**src/rtl/qdac_pkg.sv**
```systemverilog
package qdac_pkg;

    typedef enum logic [1:0] {
        LD_STAGE = 2'b00,
        LD_XFER  = 2'b01,
        LD_BOTH  = 2'b10,
        LD_WIDE  = 2'b11
    } load_e;

    typedef struct packed {
        logic       wr_stage;
        logic       wr_live;
        logic       live_from_stage;
        logic       pd_set;
        logic [1:0] pd_mode;
    } chan_ctl_t;

endpackage

```
**src/rtl/qdac_cmd_decode.sv**
```systemverilog
module qdac_cmd_decode #(
    parameter int NCH = 4,
    parameter int DW  = 12,
    localparam int SW = $clog2(NCH),
    localparam int WW = DW + SW + 2
) (
    input  logic                           clk,
    input  logic                           rst_n,
    input  logic                           valid,
    input  logic [WW-1:0]                  word,
    output qdac_pkg::chan_ctl_t [NCH-1:0]  ctl
);
    import qdac_pkg::*;

    load_e          ld;
    logic [SW-1:0]  sel;
    logic [DW-1:0]  data;
    logic           pd_all;
    logic [SW-1:0]  pd_chan;
    logic [1:0]     pd_mode;
    logic [NCH-1:0] stage_vec;

    assign ld      = load_e'(word[WW-1:WW-2]);
    assign sel     = word[DW+SW-1:DW];
    assign data    = word[DW-1:0];
    assign pd_all  = data[DW-1];
    assign pd_chan = data[DW-2 -: SW];
    assign pd_mode = data[DW-2-SW -: 2];

    for (genvar i = 0; i < NCH; i++) begin : g_dec
        logic hit;
        assign hit = (sel == SW'(i));
        always_comb begin
            ctl[i] = '0;
            if (valid) begin
                unique case (ld)
                    LD_STAGE: ctl[i].wr_stage = hit;
                    LD_XFER: begin
                        ctl[i].wr_live         = hit;
                        ctl[i].live_from_stage = 1'b1;
                    end
                    LD_BOTH: begin
                        ctl[i].wr_stage = hit;
                        ctl[i].wr_live  = hit;
                    end
                    LD_WIDE: begin
                        unique case (sel)
                            SW'(0): ctl[i].wr_stage = 1'b1;
                            SW'(1): begin
                                ctl[i].wr_live         = 1'b1;
                                ctl[i].live_from_stage = 1'b1;
                            end
                            SW'(2): begin
                                ctl[i].wr_stage = 1'b1;
                                ctl[i].wr_live  = 1'b1;
                            end
                            default: begin
                                ctl[i].pd_set  = pd_all || (pd_chan == SW'(i));
                                ctl[i].pd_mode = pd_mode;
                            end
                        endcase
                    end
                    default: ctl[i] = '0;
                endcase
            end
        end
        assign stage_vec[i] = ctl[i].wr_stage;
    end

    // a staging write touches one channel or all of them, never a subset
    a_r6_stage_fanout: assert property (@(posedge clk) disable iff (!rst_n)
        ($countones(stage_vec) <= 1) || ($countones(stage_vec) == NCH));

    // without a strobe no channel receives any enable
    a_r13_idle_no_ctl: assert property (@(posedge clk) disable iff (!rst_n)
        !valid |-> (ctl == '0));

endmodule

```
**src/rtl/qdac_channel.sv**
```systemverilog
module qdac_channel #(
    parameter int DW = 12
) (
    input  logic                 clk,
    input  logic                 rst_n,
    input  qdac_pkg::chan_ctl_t  ctl,
    input  logic [DW-1:0]        data,
    output logic [DW-1:0]        live_o,
    output logic [1:0]           pd_mode_o,
    output logic                 active_o
);
    typedef struct packed {
        logic [DW-1:0] stage;
        logic [DW-1:0] live;
        logic          down;
        logic [1:0]    mode;
    } chan_state_t;

    chan_state_t st_d, st_q;

    always_comb begin
        st_d = st_q;
        if (ctl.wr_stage) st_d.stage = data;
        if (ctl.wr_live) begin
            st_d.live = ctl.live_from_stage ? st_q.stage : data;
            st_d.down = 1'b0;
            st_d.mode = 2'b00;
        end
        if (ctl.pd_set) begin
            st_d.down = 1'b1;
            st_d.mode = ctl.pd_mode;
        end
    end

    always_ff @(posedge clk or negedge rst_n) begin
        if (!rst_n) st_q <= '0;
        else        st_q <= st_d;
    end

    assign live_o    = st_q.live;
    assign pd_mode_o = st_q.mode;
    assign active_o  = !st_q.down;

    // a transfer loads the staging value held before the edge
    a_r4_xfer_from_stage: assert property (@(posedge clk) disable iff (!rst_n)
        (ctl.wr_live && ctl.live_from_stage) |=> (st_q.live == $past(st_q.stage)));

    // a direct live write takes the command data
    a_r5_live_from_data: assert property (@(posedge clk) disable iff (!rst_n)
        (ctl.wr_live && !ctl.live_from_stage) |=> (live_o == $past(data)));

    // a live update brings the channel back up
    a_r12_wake_on_live: assert property (@(posedge clk) disable iff (!rst_n)
        ctl.wr_live |=> (active_o && pd_mode_o == 2'b00));

    // a staging-only write leaves the power state alone
    a_r12_stage_keeps_pd: assert property (@(posedge clk) disable iff (!rst_n)
        (ctl.wr_stage && !ctl.wr_live) |=> ($stable(active_o) && $stable(pd_mode_o)));

endmodule

```
**src/rtl/quad_dac_cmd_bank.sv**
```systemverilog
module quad_dac_cmd_bank #(
    parameter int NCH = 4,
    parameter int DW  = 12,
    localparam int SW = $clog2(NCH),
    localparam int WW = DW + SW + 2
) (
    input  logic              clk,
    input  logic              rst_n,
    input  logic              cmd_valid,
    input  logic [WW-1:0]     cmd_word,
    output logic [NCH*DW-1:0] dac_code,
    output logic [NCH*2-1:0]  pd_code,
    output logic [NCH-1:0]    chan_active
);
    import qdac_pkg::*;

    chan_ctl_t [NCH-1:0] ctl;

    qdac_cmd_decode #(.NCH(NCH), .DW(DW)) u_dec (
        .clk   (clk),
        .rst_n (rst_n),
        .valid (cmd_valid),
        .word  (cmd_word),
        .ctl   (ctl)
    );

    for (genvar i = 0; i < NCH; i++) begin : g_ch
        qdac_channel #(.DW(DW)) u_ch (
            .clk       (clk),
            .rst_n     (rst_n),
            .ctl       (ctl[i]),
            .data      (cmd_word[DW-1:0]),
            .live_o    (dac_code[i*DW +: DW]),
            .pd_mode_o (pd_code[i*2 +: 2]),
            .active_o  (chan_active[i])
        );
    end

    // an idle cycle changes nothing at the outputs
    a_r13_idle_stable: assert property (@(posedge clk) disable iff (!rst_n)
        !cmd_valid |=> ($stable(dac_code) && $stable(pd_code) && $stable(chan_active)));

    // a power-down command leaves all live codes alone
    a_r11_pd_keeps_codes: assert property (@(posedge clk) disable iff (!rst_n)
        (cmd_valid && cmd_word[WW-1 -: SW+2] == '1) |=> $stable(dac_code));

    // a global power-down takes every channel down
    a_r10_all_down: assert property (@(posedge clk) disable iff (!rst_n)
        (cmd_valid && cmd_word[WW-1 -: SW+2] == '1 && cmd_word[DW-1]) |=> (chan_active == '0));

    // a single-channel power-down takes at most one more channel down
    a_r9_single_down: assert property (@(posedge clk) disable iff (!rst_n)
        (cmd_valid && cmd_word[WW-1 -: SW+2] == '1 && !cmd_word[DW-1])
        |=> ($countones(~chan_active & $past(chan_active)) <= 1));

endmodule

```
**config.mk**
```make
export PLATFORM = sky130hd
export DESIGN_NAME = quad_dac_cmd_bank
export DESIGN_NICKNAME = d
export VERILOG_FILES = /design/src/rtl/qdac_pkg.sv /design/src/rtl/qdac_cmd_decode.sv /design/src/rtl/qdac_channel.sv /design/src/rtl/quad_dac_cmd_bank.sv
export SDC_FILE = /design/constraint.sdc
export NUM_CORES = 1
export LEC_CHECK = 0
export BUFFER_PORTS_ARGS = -buffer_cell sky130_fd_sc_hd__buf_2
export CAP_MARGIN = 40
export CORE_UTILIZATION = 60
export CTS_CLUSTER_DIAMETER = 60
export DETAILED_ROUTE_END_ITERATION = 6
export GPL_TIMING_DRIVEN = 1
export HOLD_SLACK_MARGIN = 0.02
export PLACE_DENSITY = 0.83
export SLEW_MARGIN = 20
export SYNTH_ARGS = -nofsm -noshare
export SYNTH_HDL_FRONTEND = slang
export SYNTH_SLANG_ARGS = --single-unit
```
**constraint.sdc**
```tcl
create_clock -name clk -period 2.5 [get_ports clk]
set_input_delay 0.375 -clock clk [delete_from_list [all_inputs] [get_ports clk]]
set_output_delay 0.375 -clock clk [all_outputs]
set_load 0.02 [all_outputs]
```
# ---- Word-level counts from Yosys, hierarchy flattened
# Index checks and enable logic that the tools add are counted.
dict set report op_classes {
  n_eq_ne 9
  mux 36
  n_reduce_logical 20
}
# operator count
set op_table {}
lappend op_table {{$mux W12} 4}
lappend op_table {{$mux W3} 16}
lappend op_table {{$mux W6} 4}
lappend op_table {{$pmux W1 S2} 9}
lappend op_table {{$eq A2 B2 Y1 const B} 6}
lappend op_table {{$reduce_bool A2 Y1} 4}
lappend op_table {{$reduce_or A2 Y1} 4}
lappend op_table {{$eq A2 B1 Y1 const B} 3}
lappend op_table {{$logic_not A2 Y1} 3}
lappend op_table {{$logic_not A1 Y1} 4}
lappend op_table {{$logic_or A1 B1 Y1} 4}
lappend op_table {{$mux W1} 3}
lappend op_table {{$reduce_or A3 Y1} 1}
dict set report word_totals {
  regBits 108
  input_bits 19
  word_cells 81
}

# ---- Logic depth before layout (Yosys ltp)
# Gate-level depths: netlist of run 1.
dict set report logic_depth {
  word_depth 7
  depth_mapped 7
}

# ---- By module
# Synthesis of run 1 repeated with hierarchy kept, for this count alone.
dict set report hier_totals {
  hier_cells 454
  hier_area_um2 5215.0
}
# mod instances cells_each area_each_um2 seq_area_each_um2
set by_module_without_submodules {}
lappend by_module_without_submodules {qdac_channel 4 99 1207.4 675.6}
lappend by_module_without_submodules {qdac_cmd_decode 1 58 385.4 0.0}

# ---- Worst setup path before layout of run 1
# OpenSTA, ideal clock, no wires.
dict set report synth_path {
  path_type {in2reg}
  start {input port cmd_word[12]}
  end {register g_ch[2].u_ch.st_q[16] (netlist bit)}
  setup_ps 125
  arrival_ps 1540
  slack_ps 835
  cell_stages 6
  cell_sequence {inv_1 ha_1 o21ai_1 a211oi_2 buf_6 mux2_2}
}
dict set report synth_between {
  elab_chain_len 5
  word_cells_on_any_way 6
  cone_classes {1 x eq/ne; 3 x mux; 2 x reduce/logical}
}
# item line_no
set synth_lines {}
lappend synth_lines {{start, declared} quad_dac_cmd_bank.sv:10} ;# input logic [WW-1:0] cmd_word,
lappend synth_lines {{$eq A2 B2 Y1 or $logic_not A2 Y1 (tied branches)} {qdac_cmd_decode.sv:32, qdac_cmd_decode.sv:47}}
lappend synth_lines {{$reduce_or A2 Y1 (no line)} n/a}
lappend synth_lines {{$mux W1} qdac_cmd_decode.sv:47} ;# unique case (sel)
lappend synth_lines {{$pmux W1 S2 (*)} qdac_cmd_decode.sv:36} ;# unique case (ld)
lappend synth_lines {{$mux W6 (*)} qdac_cmd_decode.sv:35} ;# if (valid) begin
lappend synth_lines {{end signal, assigned} qdac_channel.sv:37} ;# else st_q <= st_d;
lappend synth_lines {{end, declared} qdac_channel.sv:19} ;# chan_state_t st_d, st_q;
# Every way passes the cells marked *; elsewhere a longest branch is shown, timed or not.
# A chain may end at the register's enable or synchronous reset.

# ---- Worst setup path after layout of run 1
dict set report layout_path {
  start {input port cmd_word[14]}
  end {register g_ch[2].u_ch.st_q (netlist bit g_ch[2].u_ch.live_o[3])}
}
dict set report layout_between {
  elab_chain_len 4
  word_cells_on_any_way 8
  cone_classes {3 x eq/ne; 4 x mux; 1 x reduce/logical}
}
# item line_no
set layout_lines {}
lappend layout_lines {{$eq A2 B2 Y1 or $eq A2 B1 Y1 (tied branches)} qdac_cmd_decode.sv:36}
lappend layout_lines {{$pmux W1 S2 or $reduce_or A2 Y1 (tied branches)} n/a}
lappend layout_lines {{$mux W6 (*)} qdac_cmd_decode.sv:35}
lappend layout_lines {{$mux W12 or $mux W6 (tied branches)} {qdac_channel.sv:25, qdac_cmd_decode.sv:35}}
# Marked as above.

==> results of run 1 <==
==> through the flow <==
step | instances | setup slack (ns) | util (%) | hold slack (ns) | power [µW]
after floorplan | 473 | 0.835 | - | 0.0794 | 3760
after global placement | 579 | 0.575 | 63.1 | 0.393 | 3860
after detailed placement | 579 | 0.465 | 63.1 | 0.399 | 3930
after CTS | 596 | 0.877 | 65.6 | 0.289 | 5000
after global routing | 596 | 0.767 | 65.6 | 0.290 | 5240
final | 596 | 0.865 | 65.6 | 0.290 | 4990
==> kinds of logic (layout without fill, tap and decap cells) <==
kind of cell               Yosys count  after routing  share of synthesized area (%)
DFF                                108            108                           50.9
and+or+nand+nor                     61             61                           6.29
buffers and inverters              102            120                           13.3
adders and majority gates            9              9                           2.12
muxes                               52             52                           11.0
AOI/OAI and AO/OA                  141            141                           16.3
==> power breakdown <==
part           internal (µW)  switching [µW]  total, µW
Clock                    469             619       1090
Sequential              2220             275       2500
Combinational            559             845       1400
==> routing by layer <==
metal	part of all wire (%)	vias to the layer above	GRT usage (%)	routed length [µm]
met5	0	-	0	0
met4	2.0	0	12.3	247
met3	7.0	22	4.11	841
met2	51	180	45.4	6110
met1	40	1870	36.9	4870
li1	-	1680	-	-
==> registers in the layout, indices dropped and copies added, names as in the netlist <==
| register | flops |
|---|---|
| g_ch.u_ch.live_o | 48 |
| g_ch.u_ch.pd_mode_o | 8 |
| g_ch.u_ch.st_q | 52 |
==> synthesized netlist by cell type (3+ instances only) <==
library cell / instances / share of area, %
buf_2: 13 / 1.2
buf_4: 64 / 9.1
a31oi_1: 48 / 5.7
buf_6: 9 / 1.9
nand3_1: 49 / 4.6
mux2_2: 48 / 10
inv_1: 10 / 0.71
dfrtp_1: 108 / 51
o21ai_0: 15 / 1.4
and2_4: 3 / 0.50
a21oi_1: 50 / 4.7
ha_1: 9 / 2.1
mux2_1: 4 / 0.85
o21ai_1: 5 / 0.47
a21boi_0: 4 / 0.57
clkbuf_1: 6 / 0.42
a22o_1: 8 / 1.3
==> area by class of cell <==
class,instances,area (µm²)
repair buffers,94,528
inverters,10,37.5
multi-input cells,263,1900
clock buffers,9,124
fillers,635,2890
well taps,105,131
flip-flops and latches,108,2700
clock inverters,7,75.1
==> cells in the final DEF, fill, tap and decap left out, types with 3 or more instances in the layout <==
cell type  synthesis  final
clkbuf_8           0      9
a22o_1             8      8
o21ai_1            5      5
a31oi_1           48     48
inv_1             10     10
ha_1               9      9
clkinv_4           0      3
mux2_2            48     48
a21boi_0           4      4
buf_4             64     15
o21ai_0           15     15
buf_2             13     77
a21oi_1           50     50
and2_4             3      3
nand3_1           49     49
mux2_1             4      4
dfrtp_1          108    108
==> worst max-delay path by stage <==
stage	to	startpoint
final	g_ch[2].u_ch.live_o[3]	cmd_word[14]
after global routing	g_ch[2].u_ch.live_o[8]	cmd_word[14]
after CTS	g_ch[1].u_ch.live_o[5]	cmd_word[14]
after detailed placement	g_ch[1].u_ch.live_o[5]	cmd_word[14]
after global placement	g_ch[1].u_ch.live_o[6]	cmd_word[14]
after floorplan	g_ch[2].u_ch.st_q[16]	cmd_word[12]
==> worst max-delay path, cell delays in order <==
cell and delay [ns]:
buf_2 0.10, ha_1 0.40, a22o_1 0.51, and2_4 0.35
a31oi_1 0.12
==> repair_timing <==
| item | CTS | global route |
|---|---|---|
| hold endpoints to repair | 38 | 0 |
| setup endpoints to repair | 0 | 0 |
| hold buffers | 1 | 0 |
==> flow_metrics.env, run 1 <==
export IMPL_status="completed"
export IMPL_ctsResizeCount=0
export IMPL_reg2reg_depth=2
export IMPL_clk_path_buf_depth=2
export IMPL_cp_required_ns=2.73
export IMPL_boundaryPins=79
export IMPL_numPortBuffers=78
export IMPL_tritoncts="yes"
export IMPL_core_mm2=0.00838
export IMPL_ir_worst_vdd_mv=0.373
export IMPL_antenna_found_initial=0
export IMPL_slew_limit_headroom_pct=57.7
export IMPL_yosys_warnings=0
export IMPL_die_area_mm2=0.00923
export IMPL_syn2layout_area_growth_pct=3.56
export IMPL_cts_max_level=3
export IMPL_synth_top_flop_cell="dfrtp_1"
export IMPL_dp_hpwl_um=7920
export IMPL_layout_drive_gt1_share_pct=34.4
export IMPL_hp_start="cmd_word[1]"
export IMPL_postPlaceCellArea_mm2=0.00529
export IMPL_final_nets=514
export IMPL_hold_viol_final=0
export IMPL_netlist_area_mm2=0.00531
export IMPL_drt_iter0_markers=261
export IMPL_r2r_end="g_ch[2].u_ch.pd_mode_o[1]"
export IMPL_num_antenna_cells=0
export IMPL_clk_latency_ns=0.38
export IMPL_synth_seq_area_share_pct=50.9
export IMPL_dr_pass1_iters=5
export IMPL_reg2reg_setup_slack_ns=1.60
export IMPL_start_util_pct=63.3
export IMPL_worst_pin_slew_ns=0.628
export IMPL_finalMaxSlewViolations=0
export IMPL_synth_enable_flop_cells=0
export IMPL_viasPerCell=6.30
export IMPL_power_density_mw_per_mm2=907
export IMPL_rr_startpoint="g_ch[2].u_ch.pd_mode_o[1]"
export IMPL_rsz0062_at_grt="no"
export IMPL_worst_ep_arrival_time_ns=1.86
export IMPL_holdPathEnd="g_ch[2].u_ch.st_q[16]"
export IMPL_root_buffer="clkbuf_8"
export IMPL_clock_fmax_mhz=612
export IMPL_hold_depth=2
export IMPL_clk_pin_slew_ns=0.11
export IMPL_drcViolationCount=0
export IMPL_crit_path_max_fanout=13
export IMPL_fin_area_mm2=0.00550
export IMPL_drv_cap=0
export IMPL_netlist_instances=473
export IMPL_wl_um=12100
export IMPL_routedWlPerCell_um=20.2
export IMPL_antenna_left=0
export IMPL_clock_sinks=108
export IMPL_vias=3752
export IMPL_fin_setup_tns_ns=0
export IMPL_critPathLaunchType="input port"
export IMPL_leakage_uw=0.00239
export IMPL_rows=33
export IMPL_worstSetupEndpointType="flip-flop"
export IMPL_ys_seq_elements=108
export IMPL_grt_total_usage_pct=27.8
export IMPL_crit_type="input port to flip-flop"
export IMPL_grt_start_max_net_pins=49
export IMPL_post_cts_buffers=0
export IMPL_gr_total_overflow=0
export IMPL_setup_viol_count_final=0
export IMPL_fin_worst_skew_ns=0.0132
export IMPL_gpl_final_weighted_congestion=0.786
export IMPL_async_flop_share_pct=100
export IMPL_synth_distinct_cells=32
export IMPL_grt_pass1_wl_um=18800
export IMPL_synth_fp_nets=501
export IMPL_first_global_vias=3579
export IMPL_avgSynthCellArea_um2=11.2
export IMPL_die_w_um=96.1
export IMPL_final_period_utilization_pct=65.4
export IMPL_hold_class="input port to flip-flop"
export IMPL_die_h_um=96.1
export IMPL_fin_crit_ns=1.63
export IMPL_numCtsBuffers=9
(Power assumes the default switching activity.)
==> run 2, diff against run 1 <==
--- a/config.mk
+++ b/config.mk
@@ -7,12 +7,12 @@
 export LEC_CHECK = 0
 export BUFFER_PORTS_ARGS = -buffer_cell sky130_fd_sc_hd__buf_2
 export CAP_MARGIN = 40
-export CORE_UTILIZATION = 60
+export CORE_UTILIZATION = 57
 export CTS_CLUSTER_DIAMETER = 60
 export DETAILED_ROUTE_END_ITERATION = 6
 export GPL_TIMING_DRIVEN = 1
 export HOLD_SLACK_MARGIN = 0.02
-export PLACE_DENSITY = 0.83
+export PLACE_DENSITY = 0.8
 export SLEW_MARGIN = 20
 export SYNTH_ARGS = -nofsm -noshare
 export SYNTH_HDL_FRONTEND = slang
==> constraint.sdc (replaced) <==
create_clock -name clk -period 1.56 [get_ports clk]
set_input_delay 0.234 -clock clk [delete_from_list [all_inputs] [get_ports clk]]
set_output_delay 0.234 -clock clk [all_outputs]
set_load 0.02 [all_outputs]
==> run 2 against run 1 <==
Net effect:
- cell count increased by 3.7%
- sequential power up 60%
- the run now ends with DRC left
- via count fell by 1.2%
- combinational power up 64%
- flip-flop and latch count unchanged
- cell area increased by 3.2%
- largest power group unchanged
- worst hold slack worse by 0.12 ns
- critical path depth rose by 1
- power increased by 59%
==> flow_metrics.env, run 2 (synthesis results as in run 1) <==
export IMPL_status="finished with violations"
export IMPL_failed_checks="DRC"
export IMPL_p_int_uw=5150
export IMPL_layout_common_cells="dfrtp_1 (108), buf_2 (77), a21oi_1 (50)"
export IMPL_boundaryPins=79
export IMPL_cp_required_ns=1.80
export IMPL_antenna_found_initial=0
export IMPL_gr_total_overflow=0
export IMPL_drt_iter0_markers=251
export IMPL_worstSetupEndpointType="flip-flop"
export IMPL_post_cts_buffers=0
export IMPL_hold_class="input port to flip-flop"
export IMPL_die_w_um=98.5
export IMPL_critPathTopFamily="buffers and inverters"
export IMPL_crit_buf_inv=3
export IMPL_numPortBuffers=78
export IMPL_syn2layout_area_growth_pct=6.84
export IMPL_leakage_uw=0.00249
export IMPL_drv_cap=0
export IMPL_final_nets=533
export IMPL_largest_register_ffs=52
export IMPL_core_mm2=0.00885
export IMPL_hold_viol_final=0
export IMPL_crit_chain="buf_2, ha_1, inv_1, a211oi_2, buf_4, mux2_2"
export IMPL_numCtsBuffers=9
export IMPL_grt_total_usage_pct=25.6
export IMPL_gpl_final_weighted_congestion=0.814
export IMPL_fin_worst_skew_ns=0.0166
export IMPL_clkPwrFrac_pct=20.9
export IMPL_final_period_utilization_pct=91.1
export IMPL_ctsResizeCount=0
export IMPL_worst_ep_arrival_time_ns=1.67
export IMPL_clock_fmax_mhz=703
export IMPL_finalMaxSlewViolations=0
export IMPL_start_util_pct=60.0
export IMPL_fin_setup_tns_ns=0
export IMPL_clk_pin_slew_ns=0.11
export IMPL_viasPerCell=6.00
export IMPL_critPathLaunchType="input port"
export IMPL_worst_pin_slew_ns=0.681
export IMPL_clk_latency_ns=0.37
export IMPL_slowest_delay_ns=0.34
export IMPL_crit_path_max_fanout=7
export IMPL_setup_viol_count_final=0
export IMPL_slowest_stage="ha_1"
export IMPL_die_area_mm2=0.00970
export IMPL_swShare_pct=35.1
export IMPL_fin_crit_ns=1.42
export IMPL_rsz0062_at_grt="no"
export IMPL_root_buffer="clkbuf_8"
export IMPL_drcViolationCount=3
export IMPL_top_register="g_ch.u_ch.st_q"
export IMPL_tritoncts="yes"
export IMPL_p_comb_share_pct=28.9
export IMPL_reg2reg_setup_slack_ns=0.67
export IMPL_fill_cells=698
export IMPL_slew_limit_headroom_pct=54.1
export IMPL_wl_um=11800
export IMPL_final_common_cell="dfrtp_1"
export IMPL_power_frac_seq_pct=50.2
export IMPL_clock_sinks=108
export IMPL_num_antenna_cells=0
export IMPL_crit_type="input port to flip-flop"
export IMPL_ir_worst_vdd_mv=0.643
export IMPL_antenna_left=0
export IMPL_dr_pass1_iters=6
export IMPL_layout_drive_gt1_share_pct=36.9
export IMPL_cts_max_level=3
export IMPL_vias=3708
export IMPL_clk_path_buf_depth=2
export IMPL_grt_start_max_net_pins=40
export IMPL_rows=34
export IMPL_routedWlPerCell_um=19.1
export IMPL_finalPower_uw=7930
export IMPL_power_density_mw_per_mm2=1400
export IMPL_grt_pass1_wl_um=19100
export IMPL_die_h_um=98.5
export IMPL_switchingPower_uw=2780
export IMPL_first_global_vias=3747
export IMPL_dp_hpwl_um=8330
run 2: cell count changes in the layout (fill, tap and decap cells not counted):
| cell | delta |
|---|---|
| clkinv_4 | -2 |
| clkbuf_8 | +1 |
| buf_12 | +3 |
| clkinv_2 | -1 |
| inv_6 | +2 |
| inv_8 | +1 |
| buf_4 | +16 |
| bufinv_16 | -1 |
run 2: worst paths after layout:
kind / cells past startpoint / from / endpoint
worst max-delay path: 6 / cmd_word[14] / g_ch[0].u_ch.st_q[24]
worst min-delay path: 2 / cmd_word[2] / g_ch[2].u_ch.st_q[17]
worst max register to register: 2 / g_ch[2].u_ch.pd_mode_o[1] / g_ch[2].u_ch.pd_mode_o[1]
worst min register to register: 1 / g_ch[2].u_ch.st_q[23] / g_ch[2].u_ch.st_q[23]
max in group asynchronous: 3 / rst_n / g_ch[0].u_ch.st_q[21]
min in group asynchronous: 2 / rst_n / g_ch[1].u_ch.st_q[16]
run 2: power groups by stage:
stage                     logic (µW)  clock network, µW  registers, µW
after floorplan                 2140                  0           3890
final                           2290               1660           3990
after detailed placement        2300                  0           4030
after global routing            2470               1800           4070
after global placement          2230                  0           4010
after CTS                       2300               1670           3980
run 2: cell type report:
class                           instances  area, µm²  area share [%]
Inverter                               10       37.5           0.662
Tap cell                              108        135            2.38
Sequential cell                       108       2700            47.7
Clock buffer                           10        138            2.43
Clock inverter                          6       51.3           0.905
Multi-Input combinational cell        263       1900            33.5
Timing Repair Buffer                  113        708            12.5
run 2: timing repair:
item,CTS,global route
hold buffers,1,0
endpoints found under the hold margin,28,0
setup endpoints to repair,0,0
run 2: through the flow:
| stage | cell area [µm²] | utilization, % | cells | hold WS, ns | worst slack, ns |
|---|---|---|---|---|---|
| floorplan | 5310 | - | 473 | -0.0616 | 0.0358 |
| global placement | 5470 | 61.8 | 601 | 0.203 | -0.198 |
| detailed placement | 5470 | 61.8 | 601 | 0.209 | -0.236 |
| CTS | 5670 | 64.1 | 618 | 0.155 | 0.150 |
| global route | 5670 | 64.1 | 618 | 0.156 | 0.0536 |
| finish | 5670 | 64.1 | 618 | 0.169 | 0.138 |
run 2: routing by layer:
| metal | vias to the layer above | global-route usage [%] | routed length, µm |
|---|---|---|---|
| met5 | - | 0 | 0 |
| met4 | 0 | 8.84 | 156 |
| met3 | 14 | 4.68 | 718 |
| met2 | 129 | 43.8 | 6080 |
| met1 | 1853 | 33.0 | 4820 |
| li1 | 1712 | - | - |
run 2: worst reg2reg max path, cell delays in order, from the launching register on:
cell      delay (ns)
dfrtp_1         0.39
a21boi_0        0.12
mux2_2          0.28
